--- src/rtl/irq_vec_pkg.sv ---
package irq_vec_pkg;
    localparam int SRC_CNT    = 64;
    localparam int WORD_W     = 32;
    localparam int PRIO_W     = 4;
    localparam int ADDR_W     = 7;
    localparam int IDX_W      = $clog2(SRC_CNT);
    localparam int FLD_PER_RG = WORD_W / PRIO_W;
    localparam int PRIO_REGS  = SRC_CNT / FLD_PER_RG;
    localparam int WSEL_W     = ADDR_W - 2;
    localparam int PRIO_BASE  = 8;

    typedef logic [IDX_W-1:0]  src_idx_t;
    typedef logic [PRIO_W-1:0] prio_t;
    typedef logic [WORD_W-1:0] word_t;

    typedef struct packed {
        logic     valid;
        src_idx_t idx;
    } vec_t;

    typedef enum logic [WSEL_W-1:0] {
        W_LVLMASK = 5'd1,
        W_ENNUM   = 5'd2,
        W_DISNUM  = 5'd3,
        W_ENHI    = 5'd4,
        W_ENLO    = 5'd5,
        W_TYPHI   = 5'd6,
        W_TYPLO   = 5'd7,
        W_NVEC    = 5'd16,
        W_FVEC    = 5'd17,
        W_RAWHI   = 5'd18,
        W_RAWLO   = 5'd19,
        W_FRCHI   = 5'd20,
        W_FRCLO   = 5'd21,
        W_NPHI    = 5'd22,
        W_NPLO    = 5'd23,
        W_FPHI    = 5'd24,
        W_FPLO    = 5'd25
    } word_sel_e;

    function automatic word_t vec_word(vec_t v);
        word_t w;
        w = '1;
        if (v.valid) w = word_t'(v.idx);
        return w;
    endfunction

    function automatic logic [WSEL_W-1:0] prio_word_of(int r);
        return WSEL_W'(PRIO_BASE + PRIO_REGS - 1 - r);
    endfunction
endpackage

--- src/rtl/irq_vec_regs.sv ---
module irq_vec_regs
    import irq_vec_pkg::*;
(
    input  logic                           clk,
    input  logic                           rst,
    input  logic                           wr_en,
    input  logic [WSEL_W-1:0]              wr_word,
    input  word_t                          wr_data,
    output logic [SRC_CNT-1:0]             en_q,
    output logic [SRC_CNT-1:0]             typ_q,
    output logic [SRC_CNT-1:0]             frc_q,
    output logic [SRC_CNT-1:0][PRIO_W-1:0] prio_q,
    output word_t                          mask_q
);
    logic     num_ok;
    src_idx_t num;

    assign num_ok = (wr_data[WORD_W-1:IDX_W] == '0);
    assign num    = wr_data[IDX_W-1:0];

    always_ff @(posedge clk) begin
        if (rst) begin
            en_q   <= '0;
            typ_q  <= '0;
            frc_q  <= '0;
            mask_q <= '0;
        end else if (wr_en) begin
            case (wr_word)
                W_LVLMASK: mask_q <= wr_data;
                W_ENNUM:   if (num_ok) en_q[num] <= 1'b1;
                W_DISNUM:  if (num_ok) en_q[num] <= 1'b0;
                W_ENHI:    en_q[SRC_CNT-1:WORD_W]  <= wr_data;
                W_ENLO:    en_q[WORD_W-1:0]        <= wr_data;
                W_TYPHI:   typ_q[SRC_CNT-1:WORD_W] <= wr_data;
                W_TYPLO:   typ_q[WORD_W-1:0]       <= wr_data;
                W_FRCHI:   frc_q[SRC_CNT-1:WORD_W] <= wr_data;
                W_FRCLO:   frc_q[WORD_W-1:0]       <= wr_data;
                default: ;
            endcase
        end
    end

    for (genvar r = 0; r < PRIO_REGS; r++) begin : g_prio
        localparam logic [WSEL_W-1:0] MY_WORD = prio_word_of(r);
        always_ff @(posedge clk) begin
            if (rst)
                prio_q[r*FLD_PER_RG +: FLD_PER_RG] <= '0;
            else if (wr_en && wr_word == MY_WORD)
                prio_q[r*FLD_PER_RG +: FLD_PER_RG] <= wr_data;
        end
    end
endmodule

--- src/rtl/irq_vec_prio_sel.sv ---
module irq_vec_prio_sel
    import irq_vec_pkg::*;
(
    input  logic [SRC_CNT-1:0]             pend,
    input  logic [SRC_CNT-1:0][PRIO_W-1:0] prio,
    output vec_t                           win,
    output prio_t                          win_prio
);
    always_comb begin
        win      = '0;
        win_prio = '0;
        for (int i = 0; i < SRC_CNT; i++) begin
            if (pend[i] && (!win.valid || prio[i] >= win_prio)) begin
                win.valid = 1'b1;
                win.idx   = src_idx_t'(i);
                win_prio  = prio[i];
            end
        end
    end
endmodule

--- src/rtl/irq_vec_top_sel.sv ---
module irq_vec_top_sel
    import irq_vec_pkg::*;
(
    input  logic [SRC_CNT-1:0] pend,
    output vec_t               win
);
    always_comb begin
        win = '0;
        for (int i = 0; i < SRC_CNT; i++) begin
            if (pend[i]) begin
                win.valid = 1'b1;
                win.idx   = src_idx_t'(i);
            end
        end
    end
endmodule

--- src/rtl/irq_vec_ctrl.sv ---
module irq_vec_ctrl
    import irq_vec_pkg::*;
(
    input  logic                clk,
    input  logic                rst,
    input  logic [SRC_CNT-1:0]  src_in,
    input  logic                bus_wr,
    input  logic [ADDR_W-1:0]   bus_addr,
    input  logic [WORD_W-1:0]   bus_wdata,
    output logic [WORD_W-1:0]   bus_rdata,
    output logic                irq_norm,
    output logic                irq_fast
);
    logic [SRC_CNT-1:0]             en_q, typ_q, frc_q;
    logic [SRC_CNT-1:0][PRIO_W-1:0] prio_q;
    word_t                          mask_q;
    logic [SRC_CNT-1:0]             active, norm_pend, fast_pend;
    logic [WSEL_W-1:0]              word;
    vec_t                           norm_win, fast_win, nvec_q, fvec_q;
    prio_t                          norm_prio;
    logic                           lvl_pass;

    assign word = bus_addr[ADDR_W-1:2];

    irq_vec_regs u_regs (
        .clk     (clk),
        .rst     (rst),
        .wr_en   (bus_wr),
        .wr_word (word),
        .wr_data (bus_wdata),
        .en_q    (en_q),
        .typ_q   (typ_q),
        .frc_q   (frc_q),
        .prio_q  (prio_q),
        .mask_q  (mask_q)
    );

    assign active    = src_in | frc_q;
    assign norm_pend = active & en_q & ~typ_q;
    assign fast_pend = active & en_q & typ_q;

    irq_vec_prio_sel u_nsel (
        .pend     (norm_pend),
        .prio     (prio_q),
        .win      (norm_win),
        .win_prio (norm_prio)
    );

    irq_vec_top_sel u_fsel (
        .pend (fast_pend),
        .win  (fast_win)
    );

    assign lvl_pass = (mask_q == '1) || (norm_prio > mask_q[PRIO_W-1:0]);

    always_ff @(posedge clk) begin
        if (rst) begin
            nvec_q   <= '0;
            fvec_q   <= '0;
            irq_norm <= 1'b0;
            irq_fast <= 1'b0;
        end else begin
            nvec_q   <= norm_win;
            fvec_q   <= fast_win;
            irq_norm <= norm_win.valid && lvl_pass;
            irq_fast <= fast_win.valid;
        end
    end

    always_comb begin
        bus_rdata = '0;
        case (word)
            W_LVLMASK: bus_rdata = mask_q;
            W_ENHI:    bus_rdata = en_q[SRC_CNT-1:WORD_W];
            W_ENLO:    bus_rdata = en_q[WORD_W-1:0];
            W_TYPHI:   bus_rdata = typ_q[SRC_CNT-1:WORD_W];
            W_TYPLO:   bus_rdata = typ_q[WORD_W-1:0];
            W_NVEC:    bus_rdata = vec_word(nvec_q);
            W_FVEC:    bus_rdata = vec_word(fvec_q);
            W_RAWHI:   bus_rdata = src_in[SRC_CNT-1:WORD_W];
            W_RAWLO:   bus_rdata = src_in[WORD_W-1:0];
            W_FRCHI:   bus_rdata = frc_q[SRC_CNT-1:WORD_W];
            W_FRCLO:   bus_rdata = frc_q[WORD_W-1:0];
            W_NPHI:    bus_rdata = norm_pend[SRC_CNT-1:WORD_W];
            W_NPLO:    bus_rdata = norm_pend[WORD_W-1:0];
            W_FPHI:    bus_rdata = fast_pend[SRC_CNT-1:WORD_W];
            W_FPLO:    bus_rdata = fast_pend[WORD_W-1:0];
            default: begin
                for (int r = 0; r < PRIO_REGS; r++)
                    if (word == prio_word_of(r))
                        bus_rdata = prio_q[r*FLD_PER_RG +: FLD_PER_RG];
            end
        endcase
    end
endmodule

--- config.mk ---
export PLATFORM = sky130hd
export DESIGN_NAME = irq_vec_ctrl
export DESIGN_NICKNAME = d
export VERILOG_FILES = /design/src/rtl/irq_vec_pkg.sv /design/src/rtl/irq_vec_regs.sv /design/src/rtl/irq_vec_prio_sel.sv /design/src/rtl/irq_vec_top_sel.sv /design/src/rtl/irq_vec_ctrl.sv
export SDC_FILE = /design/constraint.sdc
export NUM_CORES = 2
export LEC_CHECK = 0
export BUFFER_PORTS_ARGS = -buffer_cell sky130_fd_sc_hd__buf_2
export CORE_MARGIN = 3
export CORE_UTILIZATION = 40
export DETAILED_ROUTE_END_ITERATION = 6
export GPL_ROUTABILITY_DRIVEN = 0
export PLACE_DENSITY = 0.57
export RECOVER_POWER = 50
export SYNTH_ARGS = -nofsm -noshare
export SYNTH_HDL_FRONTEND = slang
export SYNTH_SLANG_ARGS = --single-unit
export TNS_END_PERCENT = 20
--- constraint.sdc ---
create_clock -name clk -period 96.2 [get_ports clk]
set_input_delay 4.81 -clock clk [delete_from_list [all_inputs] [get_ports clk]]
set_output_delay 4.81 -clock clk [all_outputs]
set_load 0.01 [all_outputs]
==> impl_metrics.csv <==
group,metric,value,unit
critical_path,cp_data_arrival_time,95.95,ns
clock_network,htreeDepth,2,
timing,finalCritPeriodShare,0.9913,
global_route,grt_pass1_vias,41980,
timing,post-route-min-period,95.36,ns
timing,finalClockSkew,0.05488,ns
hold_path,hp-class,"reg -> reg",
detailed_routing,drt_iter0_drc,7767,
critical_path,crit_path_top_delay_cell,"a2111o_1",
timing,worst_pin_slew,1.573,ns
placement,placed_cell_area,0.04391,sq mm
timing,whs,0.4668,ns
detailed_routing,top_layer,"met5",
detailed_routing,wl_met3,31620,microns
logic_synthesis,yosysTopAreaCell,"dfxtp_1",
final_layout,final_common_cell,"nand2_1",
clock_network,clockBufferDepth,3,
logic_synthesis,yosys_warnings,0,
detailed_routing,drcViolationCount,43,
detailed_routing,wl_met1,78120,microns
hold_path,min_to,"u_regs.frc_q[9]",
floorplanning,die_area,0.09720,sq mm
floorplanning,core-area,0.09222,sq mm
logic_synthesis,synth_nets,5713,
clock_network,clkTransAtPathRegs,0.06,ns
logic_synthesis,synth.top_cell.area_share,0.2650,
clock_network,hold_buffers,0,
logic_synthesis,async_reset_ff_frac,0,
critical_path,cp-start-kind,"input pin",
detailed_routing,viasPerCell,6.442,
clock_network,clk_latency,0.70,ns
timing,drv_slew,3,
timing,setup_tns,0,ns
final_layout,layout.nets,6366,
timing,final-setup-viol-count,0,
floorplanning,start_util,0.4055,
global_route,grt_max_degree,203,
detailed_routing,via_count,47420,
critical_path,setup.worst_path.end_class,"register",
logic_synthesis,syn_avg_cell_area,6.918,sq um
detailed_routing,antenna_left,0,
power,power_density,10.12,mW/mm^2
logic_synthesis,ys_ff_latch,495,
timing,rsz0062_at_grt,"true",
floorplanning,num_rows,111,
power,ir_drop,0.01561,mV
critical_path,crit_fanout,7,
timing,hold_violations,0,
logic_synthesis,syn_inst,5406,
final_layout,drive_gt1_frac,0.2629,
floorplanning,die_w,311.8,microns
logic_synthesis,synth_area_leaders,"dfxtp_1 26%, nand2_1 13%, a21oi_1 9.4%, ha_1 6.7%, a22oi_1 3.7%",
global_route,grt_overflow,0,
run,drv_cap,2,
critical_path,crit_top_cell,"a21o_1",
critical_path,rrSetupSlack,4.56,ns
logic_synthesis,synth_cell_types,121,
timing,timing.final.ws_setup,0.8401,ns
detailed_routing,wl_met2,79460,microns
critical_path,reg2reg_to,"irq_norm",
critical_path,crit_required,96.79,ns
detailed_routing,avgRoutedWirePerCell,28.08,microns
placement,port_buffers,137,
outcome,violations,"DRC, capacitance limit, slew limit",
logic_synthesis,synth_area,0.03740,sq mm
logic_synthesis,synthFlopType,"dfxtp_1",
clock_network,cts_buffers,57,
floorplanning,fp.dieH,311.8,microns
clock_network,clock_sinks,495,
global_route,gr-usage-all-layers,0.3937,
clock_network,cts.root.buffer_cell,"clkbuf_16",
clock_network,tritoncts,"built",
critical_path,reg2reg_from,"u_regs.typ_q[0]",
power,p_leak,0.01910,uW
detailed_routing,wl,206700,microns
critical_path,crit_type,"in -> reg",
logic_synthesis,synth_edf_count,0,
final_layout,stdcell_area,0.04960,sq mm
logic_synthesis,seq_area_frac_synth,0.2650,
final_layout,final_cell_mix,"1245 x nand2_1, 783 x buf_4, 640 x a21oi_1",
global_route,antenna_found_initial,16,
floorplanning,io_pins,140,
timing,max_clock_freq,10.49,MHz
timing,slew_headroom,-0.05954,
critical_path,slowest_delay,0.41,ns
hold_path,hp-start,"u_regs.frc_q[9]",
detailed_routing,drtPass1Iterations,7,
placement,place_ws,-3.284,ns
critical_path,reg2reg_depth,503,
final_layout,syn2layout_area_growth,32.64,%
global_route,grt_pass1_wl,285700,microns
power,total_power,501.8,uW
hold_path,min_path_cells,2,
outcome,outcome,"finished, violations left",
placement,dpl.hpwl,143700,microns
-- worst max path at each step --
stage / from / endpoint / slack (ns) / cells past startpoint
CTS: src_in[0] / irq_norm / 0.06 / 509
detailed placement: src_in[0] / irq_norm / -3.28 / 503
floorplan: src_in[0] / irq_norm / 0.01 / 516
global route: src_in[0] / irq_norm / -3.09 / 516
global placement: src_in[0] / irq_norm / -2.82 / 502
finish: src_in[0] / irq_norm / 0.84 / 504
-- synth_stat cells, types with 13 or more instances --
library cell  count
nor3_1           98
a31oi_1          56
and3_1           24
clkbuf_1        339
nor2_1          277
a21oi_1         699
o21ai_0         271
nand3_1         140
o211ai_1         95
a311oi_1         25
or3_1            17
nand2b_1         92
a21boi_0         19
a22o_1           13
a222oi_1         30
nor3b_1          15
a211oi_1         34
and2_1           54
o211a_1          23
mux2_2           26
nand4_1          39
inv_1           222
mux2i_1          23
a221oi_1         77
a22oi_1         182
or2_2            37
o21ai_1          22
buf_1            14
nor2b_1          27
o2111ai_1        18
o31ai_1          25
dfxtp_1         495
a31o_2           15
nand2_1        1265
o22ai_1          17
ha_1            201
o21a_1           61
a21o_1           73
nor4_1           24
-- layout make-up --
cell class	instances	area (sq um)
Clock inverter	27	365.4
Inverter	222	833.3
Timing Repair Buffer	954	6978
Antenna cell	14	35.03
Fill cell	8869	42620
Multi-Input combinational cell	4329	28330
Tap cell	1243	1555
Sequential cell	495	9910
Clock buffer	77	1592
-- routing by layer --
layer / GRT usage / vias to the layer above
li1: - / 20870
met1: 0.5054 / 22340
met2: 0.5328 / 3329
met4: 0.2588 / 18
met5: 0.01136 / -
met3: 0.1642 / 856
-- kinds of logic (layout without fill, tap and decap cells) --
logic type               count (synthesis)  after routing  share of synthesized area
AO/OA/AOI/OAI                         1921           1921                     0.3383
adder cells (fa/ha/maj)                211            211                    0.06996
multiplexers                            49             49                    0.01399
other                                    0             14                          0
AND/OR/NAND/NOR                       2148           2148                     0.2536
flip-flops                             495            495                     0.2650
buffers and inverters                  582           1280                    0.05922
-- per-stage QoR --
stage	instances	util
after floorplan	5406	-
after global placement	7113	0.4762
after detailed placement	7113	0.4762
after CTS	7257	0.5049
after global routing	7348	0.5375
final	7361	0.5379
-- report_power, final --
group	internal, uW	total [uW]	switching (uW)
Clock	133	236	103
Sequential	206	209	2.35
Combinational	14.9	57.0	42.1
Total	354	502	148
-- critical path, delay by kind of cell --
family                   cells  cell delay [ns]
AO/OA/AOI/OAI              252            44.34
adder cells (fa/ha/maj)     72            19.00
buffers and inverters       38             4.47
multiplexers                21             6.78
AND/OR/NAND/NOR            121            16.31
-- state kept, by name, summed over array words and instances (netlist names) --
signal,count
nvec_q,7
fvec_q,7
irq_norm,1
u_regs.en_q,64
u_regs.mask_q,32
u_regs.frc_q,64
u_regs.prio_q,256
u_regs.typ_q,64
-- timing repair --
item | 4_1_cts | 5_1_grt
endpoints found under the setup margin | 7 | 7
gates resized for setup | 98 | 413
pin swaps | 66 | 351
buffers inserted | 40 | 90
hold endpoints to repair | 0 | 0
cloned | 0 | 0
No activity file was read; power rests on OpenSTA's default activity.
